[src/rtl/irqagg_pkg.sv]
package irqagg_pkg;

   localparam logic [31:0] OFS_TARGET  = 32'h004;
   localparam logic [31:0] OFS_REQUEST = 32'h00C;
   localparam logic [31:0] OFS_MASK    = 32'h018;
   localparam logic [31:0] OFS_PENDING = 32'h01C;
   localparam logic [31:0] OFS_LEVEL   = 32'h028;

   typedef enum logic [2:0] {
      SEL_NONE,
      SEL_TARGET,
      SEL_REQUEST,
      SEL_MASK,
      SEL_PENDING,
      SEL_LEVEL
   } reg_sel_e;

   function automatic reg_sel_e decode_reg(input logic [31:0] ofs);
      reg_sel_e s;
      case (ofs)
         OFS_TARGET:  s = SEL_TARGET;
         OFS_REQUEST: s = SEL_REQUEST;
         OFS_MASK:    s = SEL_MASK;
         OFS_PENDING: s = SEL_PENDING;
         OFS_LEVEL:   s = SEL_LEVEL;
         default:     s = SEL_NONE;
      endcase
      return s;
   endfunction

endpackage

[src/rtl/irqagg_sync.sv]
module irqagg_sync #(
   parameter int unsigned NUM_LINES = 11,
   parameter int unsigned STAGES    = 2
) (
   input  logic                 clk,
   input  logic                 rst_n,
   input  logic [NUM_LINES-1:0] irq_in,
   output logic [NUM_LINES-1:0] level,
   output logic [NUM_LINES-1:0] rise
);

   if (STAGES < 2) begin : g_bad_stages
      $error("irqagg_sync: STAGES must be at least 2");
   end
   if (NUM_LINES < 1) begin : g_bad_lines
      $error("irqagg_sync: NUM_LINES must be at least 1");
   end

   logic [NUM_LINES-1:0] prev_q;

   for (genvar l = 0; l < NUM_LINES; l++) begin : g_line
      logic [STAGES-1:0] chain_q;
      always_ff @(posedge clk or negedge rst_n) begin
         if (!rst_n) begin
            chain_q <= '0;
         end else begin
            chain_q <= {chain_q[STAGES-2:0], irq_in[l]};
         end
      end
      assign level[l] = chain_q[STAGES-1];
   end

   always_ff @(posedge clk or negedge rst_n) begin
      if (!rst_n) begin
         prev_q <= '0;
      end else begin
         prev_q <= level;
      end
   end

   assign rise = level & ~prev_q;

endmodule

[src/rtl/irqagg_regs.sv]
module irqagg_regs
   import irqagg_pkg::*;
#(
   parameter int unsigned NUM_LINES = 11,
   parameter int unsigned ADDR_W    = 12,
   parameter int unsigned DATA_W    = 32,
   parameter int unsigned IMPL_MASK = 'h5FF
) (
   input  logic                 clk,
   input  logic                 rst_n,
   input  logic                 reg_sel,
   input  logic                 reg_wr,
   input  logic [ADDR_W-1:0]    reg_addr,
   input  logic [DATA_W-1:0]    reg_wdata,
   output logic [DATA_W-1:0]    reg_rdata,
   input  logic [NUM_LINES-1:0] level,
   input  logic [NUM_LINES-1:0] rise,
   output logic [DATA_W-1:0]    target_q,
   output logic [NUM_LINES-1:0] mask_q,
   output logic [NUM_LINES-1:0] req_q,
   output logic [NUM_LINES-1:0] edge_hit,
   output logic                 req_read
);

   localparam logic [NUM_LINES-1:0] IMPL = NUM_LINES'(IMPL_MASK);

   if (NUM_LINES > DATA_W) begin : g_bad_width
      $error("irqagg_regs: NUM_LINES exceeds DATA_W");
   end
   if (ADDR_W > 32 || ADDR_W < 6) begin : g_bad_addr
      $error("irqagg_regs: ADDR_W must lie in 6..32");
   end

   reg_sel_e             rsel;
   logic                 rd_access;
   logic                 wr_access;
   logic                 pend_read;
   logic [NUM_LINES-1:0] pend_q;
   logic [NUM_LINES-1:0] req_d;
   logic [NUM_LINES-1:0] pend_d;

   assign rsel      = decode_reg(32'(reg_addr));
   assign rd_access = reg_sel & ~reg_wr;
   assign wr_access = reg_sel & reg_wr;
   assign req_read  = rd_access & (rsel == SEL_REQUEST);
   assign pend_read = rd_access & (rsel == SEL_PENDING);

   assign edge_hit = rise & mask_q & IMPL;

   always_comb begin
      req_d  = (req_read  ? '0 : req_q)  | edge_hit;
      pend_d = (pend_read ? '0 : pend_q) | rise;
   end

   always_ff @(posedge clk or negedge rst_n) begin
      if (!rst_n) begin
         req_q  <= '0;
         pend_q <= '0;
      end else begin
         req_q  <= req_d;
         pend_q <= pend_d;
      end
   end

   always_ff @(posedge clk or negedge rst_n) begin
      if (!rst_n) begin
         target_q <= '0;
         mask_q   <= '0;
      end else if (wr_access) begin
         if (rsel == SEL_TARGET) target_q <= reg_wdata;
         if (rsel == SEL_MASK)   mask_q   <= reg_wdata[NUM_LINES-1:0];
      end
   end

   always_comb begin
      reg_rdata = '0;
      if (rd_access) begin
         case (rsel)
            SEL_TARGET:  reg_rdata = target_q;
            SEL_REQUEST: reg_rdata = DATA_W'(req_q);
            SEL_MASK:    reg_rdata = DATA_W'(mask_q);
            SEL_PENDING: reg_rdata = DATA_W'(pend_q);
            SEL_LEVEL:   reg_rdata = DATA_W'(level);
            default:     reg_rdata = '0;
         endcase
      end
   end

endmodule

[src/rtl/irqagg_msg.sv]
module irqagg_msg #(
   parameter int unsigned DATA_W     = 32,
   parameter int unsigned MSG_DATA_W = 5
) (
   input  logic              clk,
   input  logic              rst_n,
   input  logic              trigger,
   input  logic [DATA_W-1:0] target,
   output logic              msg_valid,
   input  logic              msg_ready,
   output logic [DATA_W-1:0] msg_addr,
   output logic [DATA_W-1:0] msg_data
);

   if (MSG_DATA_W < 1 || MSG_DATA_W >= DATA_W) begin : g_bad_split
      $error("irqagg_msg: MSG_DATA_W must lie in 1..DATA_W-1");
   end

   logic load;

   assign load = trigger & (~msg_valid | msg_ready);

   always_ff @(posedge clk or negedge rst_n) begin
      if (!rst_n) begin
         msg_valid <= 1'b0;
      end else if (trigger) begin
         msg_valid <= 1'b1;
      end else if (msg_ready) begin
         msg_valid <= 1'b0;
      end
   end

   always_ff @(posedge clk or negedge rst_n) begin
      if (!rst_n) begin
         msg_addr <= '0;
         msg_data <= '0;
      end else if (load) begin
         msg_addr <= {target[DATA_W-1:MSG_DATA_W], {MSG_DATA_W{1'b0}}};
         msg_data <= DATA_W'(target[MSG_DATA_W-1:0]);
      end
   end

endmodule

[src/rtl/irq_msg_aggregator.sv]
module irq_msg_aggregator #(
   parameter int unsigned NUM_LINES   = 11,
   parameter int unsigned ADDR_W      = 12,
   parameter int unsigned DATA_W      = 32,
   parameter int unsigned MSG_DATA_W  = 5,
   parameter int unsigned SYNC_STAGES = 2,
   parameter int unsigned IMPL_MASK   = 'h5FF
) (
   input  logic                 clk,
   input  logic                 rst_n,
   input  logic [NUM_LINES-1:0] irq_in,
   input  logic                 reg_sel,
   input  logic                 reg_wr,
   input  logic [ADDR_W-1:0]    reg_addr,
   input  logic [DATA_W-1:0]    reg_wdata,
   output logic [DATA_W-1:0]    reg_rdata,
   output logic                 msg_valid,
   input  logic                 msg_ready,
   output logic [DATA_W-1:0]    msg_addr,
   output logic [DATA_W-1:0]    msg_data
);

   logic [NUM_LINES-1:0] level;
   logic [NUM_LINES-1:0] rise;
   logic [NUM_LINES-1:0] mask_q;
   logic [NUM_LINES-1:0] req_q;
   logic [NUM_LINES-1:0] edge_hit;
   logic [DATA_W-1:0]    target_q;
   logic                 req_read;

   irqagg_sync #(
      .NUM_LINES (NUM_LINES),
      .STAGES    (SYNC_STAGES)
   ) u_sync (
      .clk    (clk),
      .rst_n  (rst_n),
      .irq_in (irq_in),
      .level  (level),
      .rise   (rise)
   );

   irqagg_regs #(
      .NUM_LINES (NUM_LINES),
      .ADDR_W    (ADDR_W),
      .DATA_W    (DATA_W),
      .IMPL_MASK (IMPL_MASK)
   ) u_regs (
      .clk       (clk),
      .rst_n     (rst_n),
      .reg_sel   (reg_sel),
      .reg_wr    (reg_wr),
      .reg_addr  (reg_addr),
      .reg_wdata (reg_wdata),
      .reg_rdata (reg_rdata),
      .level     (level),
      .rise      (rise),
      .target_q  (target_q),
      .mask_q    (mask_q),
      .req_q     (req_q),
      .edge_hit  (edge_hit),
      .req_read  (req_read)
   );

   irqagg_msg #(
      .DATA_W     (DATA_W),
      .MSG_DATA_W (MSG_DATA_W)
   ) u_msg (
      .clk       (clk),
      .rst_n     (rst_n),
      .trigger   (|edge_hit),
      .target    (target_q),
      .msg_valid (msg_valid),
      .msg_ready (msg_ready),
      .msg_addr  (msg_addr),
      .msg_data  (msg_data)
   );

endmodule

[config.mk]
export PLATFORM = sky130hd
export DESIGN_NAME = irq_msg_aggregator
export DESIGN_NICKNAME = d
export VERILOG_FILES = /design/src/rtl/irqagg_pkg.sv /design/src/rtl/irqagg_sync.sv /design/src/rtl/irqagg_regs.sv /design/src/rtl/irqagg_msg.sv /design/src/rtl/irq_msg_aggregator.sv
export SDC_FILE = /design/constraint.sdc
export NUM_CORES = 1
export LEC_CHECK = 0
export ABC_CLOCK_PERIOD_IN_PS = 3200
export BUFFER_PORTS_ARGS = -buffer_cell sky130_fd_sc_hd__buf_4
export CELL_PAD_IN_SITES_DETAIL_PLACEMENT = 1
export CELL_PAD_IN_SITES_GLOBAL_PLACEMENT = 1
export CORE_ASPECT_RATIO = 2
export CORE_MARGIN = 10
export CORE_UTILIZATION = 40
export DETAILED_ROUTE_END_ITERATION = 6
export HOLD_SLACK_MARGIN = 0.15
export PLACE_DENSITY_LB_ADDON = 0.1
export SETUP_SLACK_MARGIN = 0.05
export SLEW_MARGIN = 20
export SYNTH_ARGS = -nofsm -noshare
export SYNTH_HDL_FRONTEND = slang
export SYNTH_SLANG_ARGS = --single-unit
[constraint.sdc]
create_clock -name clk -period 3.2 [get_ports clk]
set_input_delay 0.64 -clock clk [delete_from_list [all_inputs] [get_ports clk]]
set_output_delay 0.64 -clock clk [all_outputs]
set_load 0.1 [all_outputs]
==> flow_summary.json, run 1 <==
{
  "cts_tree": "done",
  "yosys_register_bits": 130,
  "number_of_enable_flip_flop_cells_after_synthesis": 0,
  "final_layout_size_suffix_gt1_share_pct": 53.7,
  "max_freq_ghz": 0.316,
  "total_i_o_pin_count": 157,
  "drt_iter0_drc": 127,
  "final_util_pct": 58.0,
  "cts_inserted_buffers": 17,
  "max-clock-path-buffers": 2,
  "synth_fa_ha_area_share_pct": 0,
  "synth.avg_cell_area_um2": 13.2,
  "timing.critical_path.fanout_max": 5,
  "drc": 0,
  "yosys_most_used_dff": "dfrtp_1",
  "placement_rows": 60,
  "worst_setup_path_start_kind": "primary input",
  "clockRootBuffer": "clkbuf_16",
  "synth-async-reset-ratio_pct": 100,
  "die_h_um": 187,
  "post-dp-hpwl_mm": 12.2,
  "synth.largest_area_cell": "dfrtp_1",
  "clock_skew_ns": 0.00952,
  "layout_commonest_cell": "dfrtp_1",
  "htreeDepth": 4,
  "category_of_the_critical_setup_timing_path": "in -> out",
  "max_slew.worst_pin.slew_ns": 0.578,
  "r2r-end": "u_msg.msg_addr[19]",
  "post_synth_xor_xnor_area_pct": 0,
  "final_cells": 727,
  "worst-r2r-setup-slack_ns": 1.17,
  "globalRouteTotalUtil_pct": 17.5,
  "placement.io_buffers": 124,
  "p_leak_nw": 3.71,
  "postSynthCellCount": 420,
  "first_pass_iters": 4,
  "yosysWarnings": 0,
  "count_of_fill_cells_added_during_filler_insertion": 1338,
  "timing.final.hold_violations": 0,
  "die_width_um": 103,
  "synthDistinctLibCells": 33,
  "design.core.area_um2": 13500,
  "timing.final.crit_share_pct": 98.7,
  "synth_top_cell_area_share_pct": 58.5,
  "globalRouteOverflowTotal": 0,
  "min_period_ns": 3.16,
  "cp.required_ns": 2.56,
  "synthTopCellsByArea": "dfrtp_1, mux2_2, buf_4, and2_1, nand3_1",
  "diodes": 0,
  "clock_latency_ns": 0.41,
  "synthesis.area_um2": 5560,
  "route.vias.total": 3785,
  "report.final.setup_viol": 0,
  "critPathCaptureType": "output port",
  "synth_compound_gate_area_share_pct": 8.15,
  "seq_area_frac_synth_pct": 58.5,
  "vdd.ir_drop.worst_uv": 355,
  "place.gp.congestion": 0.922,
  "grt_pass1_vias": 4422,
  "detail_route.wl_per_cell_um": 22.6,
  "postRouteAntennaNets": 0,
  "report.final.slew_viol_count": 0,
  "worst_ep_arrival_time_ns": 2.52,
  "dominant_combinational_cell_family_by_area_after_synthesis": "multiplexers",
  "mostFrequentLayoutCells": "dfrtp_1, buf_4, mux2_2, conb_1, nand3_1",
  "avgViaCountPerCell": 5.21,
  "critical_path.reg2reg.startpoint": "u_sync.g_line[6].chain_q[1]",
  "detail_route.wirelength_mm": 16.4,
  "proportion_of_synthesized_area_in_mux_cells_pct": 17.4,
  "area.growth.synth_to_final_pct": 41.0,
  "postPlaceCellArea_um2": 6850,
  "floorplan.initialDensity_pct": 41.1,
  "synth_simple_gate_area_share_pct": 8.91,
  "worst_r2r_path_depth": 5,
  "grt_first_pass_wirelength_mm": 25.5,
  "grt_start_max_net_pins": 51,
  "worst_setup_hold_path_clk_slew_ns": 0.06,
  "cell_count_post_placement": 694,
  "dieArea_um2": 19300,
  "drv.max_cap_violation_count": 0,
  "nNetsFinal": 619,
  "power.density_cell_area_nw_per_um2": 522,
  "slew_headroom_pct": 61.3,
  "final_cell_area_um2": 7840,
  "run_status": "completed",
  "worst_hold_slack_ns": 0.193,
  "cts_sinks": 130,
  "number_of_antenna_violations_at_the_first_check_in_global_routing": 0,
  "unrepaired_setup_endpoints_after_global_routing": "yes",
  "min_path_type": "in -> async"
}
[through the flow]
step	setup TNS [ns]	power (mW)	worst slack, ns
3_5_place_dp	-3.00	2.03	-0.134
6_report	0	4.09	0.0402
4_1_cts	0	4.14	0.0398
5_1_grt	0	4.24	0.0163
2_1_floorplan	-1.00	1.94	-0.100
3_3_place_gp	-2.27	2.02	-0.0974
[repair_timing]
action                     in CTS  in global routing
resized for setup              66                 15
hold buffers                    0                  0
buffers inserted                1                  0
setup endpoints to repair      32                 32
pin swaps                       1                  1
cloned                          1                  0
[sequential cells by signal, summed over array words and instances, names as in the netlist]
| signal | cells |
|---|---|
| u_sync.g_line.chain_q | 22 |
| u_msg.msg_valid | 1 |
| u_sync.prev_q | 11 |
| u_msg.msg_addr | 27 |
| u_regs.target_q | 32 |
| u_regs.pend_q | 11 |
| u_msg.msg_data | 5 |
| u_regs.mask_q | 11 |
| u_regs.req_q | 10 |
[power by group]
group | internal, mW | total [mW] | switching (mW) | leakage (nW)
combinational | 0.0733 | 0.314 | 0.241 | 1.78
sequential | 1.67 | 1.68 | 0.0151 | 1.64
clock | 1.35 | 2.10 | 0.744 | 0.297
[synthesized netlist by cell type (all sizes together), types with 4 or more instances]
library cell  number
a21bo              8
a21o              12
a21oi             11
a22o              11
a32oi             10
and2              22
buf               37
clkbuf            17
dfrtp            130
inv               10
mux2              86
nand2              5
nand3             24
nand3b             8
nor2b              4
nor3               4
[cell families (layout without fill, tap and decap cells)]
kind of cell | Yosys count | count (layout)
simple gates | 82 | 82
flops | 130 | 130
compound gates | 57 | 57
buf+inv | 64 | 185
mux | 86 | 86
other cells | 1 | 32
[area by class of cell]
| type | count | area (um2) | area share, % |
|---|---|---|---|
| clock inverter | 11 | 176 | 2.25 |
| clock buffer | 21 | 460 | 5.87 |
| inverter | 10 | 37.5 | 0.479 |
| timing repair buffer | 143 | 1460 | 18.6 |
| sequential | 130 | 3250 | 41.5 |
| multi-input combinational | 257 | 2260 | 28.8 |
| tap | 155 | 194 | 2.47 |
[metal layers]
layer | global-route usage [%] | share of wire [%] | wire, um
met5 | 0 | 0 | 0
met4 | 6.78 | 2.5 | 416
met3 | 5.29 | 5.4 | 884
met2 | 31.9 | 58 | 9520
met1 | 17.5 | 34 | 5580
[how the worst max path moves through the flow]
stage | start | to | slack, ns | cells past startpoint
floorplan | reg_addr[9] | reg_rdata[10] | -0.10 | 6
global placement | reg_addr[9] | reg_rdata[21] | -0.1 | 7
detailed placement | reg_addr[9] | reg_rdata[20] | -0.13 | 7
CTS | reg_addr[9] | reg_rdata[8] | 0.04 | 7
global route | reg_addr[9] | reg_rdata[8] | 0.02 | 7
finish | reg_addr[9] | reg_rdata[8] | 0.04 | 7
[worst max-delay path, cell delays in order]
cell     delay (ns)
buf_6          0.09
or4_4          0.54
or3_4          0.39
a211o_4        0.33
buf_12         0.16
a21oi_4        0.16
buf_12         0.20
Note: power is estimated with default switching activity, not from simulation.
==> inputs of run 2 (changes only) <==
- CORE_UTILIZATION: 40 -> 41
==> flow_summary.json, run 2 (synthesis gave the netlist of run 1 again) <==
{
  "placement.io_buffers": 124,
  "vdd.ir_drop.worst_uv": 376,
  "layout_commonest_cell": "dfrtp_1",
  "area.growth.synth_to_final_pct": 39.1,
  "max_slew.worst_pin.slew_ns": 0.605,
  "timing.final.hold_violations": 0,
  "worst_setup_path_start_kind": "primary input",
  "p_leak_nw": 3.69,
  "die_width_um": 102,
  "max_freq_ghz": 0.319,
  "number_of_flip_flops_in_the_largest_register": 32,
  "min_period_ns": 3.13,
  "power.density_cell_area_nw_per_um2": 498,
  "drt_iter0_drc": 133,
  "p_sw_mw": 1.01,
  "crit_slowest_cell": "or4_4",
  "clock_latency_ns": 0.42,
  "avgViaCountPerCell": 5.27,
  "grt_start_max_net_pins": 64,
  "count_of_fill_cells_added_during_filler_insertion": 1329,
  "run_status": "completed",
  "report.final.setup_viol": 0,
  "category_of_the_critical_setup_timing_path": "in -> out",
  "sw_frac_of_total_pct": 26.3,
  "max-clock-path-buffers": 2,
  "globalRouteTotalUtil_pct": 18.0,
  "max_flop_register": "u_regs.target_q",
  "cts_tree": "done",
  "cp.required_ns": 2.56,
  "post-dp-hpwl_mm": 12.0,
  "layout_top_registers": "u_regs.target_q (32), u_msg.msg_addr (27), u_sync.g_line.chain_q (22)",
  "min_path_type": "in -> async",
  "clock_skew_ns": 0.0101,
  "place.gp.congestion": 0.863,
  "detail_route.wirelength_mm": 16.3,
  "htreeDepth": 4,
  "p_clk_share_pct": 48.1,
  "timing.final.crit_share_pct": 97.8,
  "cp_cell_sequence": "buf_6, or4_4, or3_4, a211o_1, buf_4, a21oi_4, buf_12",
  "grt_first_pass_wirelength_mm": 25.8,
  "slowest_delay_ns": 0.53,
  "timing.critical_path.fanout_max": 5,
  "placement_rows": 60,
  "worst_ep_arrival_time_ns": 2.49,
  "report.final.slew_viol_count": 0,
  "diodes": 0,
  "p_int_mw": 2.84,
  "critPathCaptureType": "output port",
  "clockRootBuffer": "clkbuf_16",
  "design.core.area_um2": 13400,
  "route.vias.total": 3845,
  "final_util_pct": 57.9,
  "drv.max_cap_violation_count": 0,
  "globalRouteOverflowTotal": 0,
  "dieArea_um2": 18900,
  "slew_headroom_pct": 59.6,
  "grt_pass1_vias": 4506,
  "logic_gate_share_of_total_power_pct": 8.2,
  "share_seq_of_total_power_pct": 43.7,
  "unrepaired_setup_endpoints_after_global_routing": "yes",
  "worst_hold_slack_ns": 0.227,
  "mostFrequentLayoutCells": "dfrtp_1, buf_4, mux2_2, conb_1, nand3_1",
  "cts_sinks": 130,
  "floorplan.initialDensity_pct": 41.6,
  "total_i_o_pin_count": 157,
  "worst_setup_hold_path_clk_slew_ns": 0.06,
  "die_h_um": 185,
  "nNetsFinal": 621,
  "cts_inserted_buffers": 17,
  "final_layout_size_suffix_gt1_share_pct": 54.5,
  "drc": 0,
  "first_pass_iters": 4,
  "detail_route.wl_per_cell_um": 22.4,
  "number_of_antenna_violations_at_the_first_check_in_global_routing": 0,
  "postRouteAntennaNets": 0
}
## run 2: routing by layer
layer	up-vias	track usage (%)	share of wire [%]
met5	-	0	0
met4	0	7.21	3.2
met3	30	5.81	6.1
met2	122	33.8	58
met1	1988	17.2	33
li1	1705	-	-
## run 2: layout make-up
type	count	area [um2]	area share, %
flip-flops and latches	130	3250	42.1
inverters	10	37.5	0.485
well taps	155	194	2.51
multi-input cells	257	2280	29.5
clock buffers	18	439	5.68
clock inverters	14	133	1.72
repair buffers	145	1400	18.1
## run 2: what timing repair did
action,in CTS,in global routing
hold buffers,0,0
hold endpoints to repair,0,0
gates cloned,1,0
gates resized for setup,61,9
buffers inserted,0,1
endpoints found under the setup margin,32,11
pin swaps,4,9
## run 2: power groups by stage
stage / clock [mW] / sequential (mW) / combinational [mW]
detailed placement: 0 / 1.71 / 0.311
finish: 1.85 / 1.68 / 0.314
CTS: 1.89 / 1.68 / 0.314
global placement: 0 / 1.71 / 0.307
floorplan: 0 / 1.71 / 0.229
global route: 1.97 / 1.69 / 0.333
## run 2: stage by stage
| stage | cells | instance area (um2) | setup WS [ns] | total power, mW | TNS [ns] |
|---|---|---|---|---|---|
| after floorplan | 451 | 5880 | -0.100 | 1.94 | -1.00 |
| after global placement | 695 | 6860 | -0.123 | 2.02 | -2.63 |
| after detailed placement | 695 | 6860 | -0.135 | 2.02 | -3.26 |
| after CTS | 728 | 7680 | 0.0503 | 3.89 | 0 |
| after global routing | 729 | 7730 | -0.00218 | 3.99 | -0.00218 |
| final | 729 | 7730 | 0.0689 | 3.85 | 0 |
## run 2: critical path, delay by kind of cell
kind                   cells  cell delay [ns]
buffers and inverters      3             0.48
AO/OA/AOI/OAI              2             0.44
AND/OR/NAND/NOR            2             0.92
## run 2: final timing paths
kind                       depth (start not counted)                           to  slack [ns]                          from
setup / recovery                                   7                 reg_rdata[2]        0.07                   reg_addr[9]
hold / removal                                     1             u_sync.prev_q[0]        0.23                         rst_n
setup reg to reg                                   5            u_msg.msg_addr[6]        1.12  u_sync.g_line[10].chain_q[1]
hold reg to reg                                    0  u_sync.g_line[4].chain_q[1]        0.35   u_sync.g_line[4].chain_q[0]
max in group asynchronous                          2            u_msg.msg_addr[6]        2.21                         rst_n
min in group clk                                   1  u_sync.g_line[9].chain_q[0]        0.33                     irq_in[9]
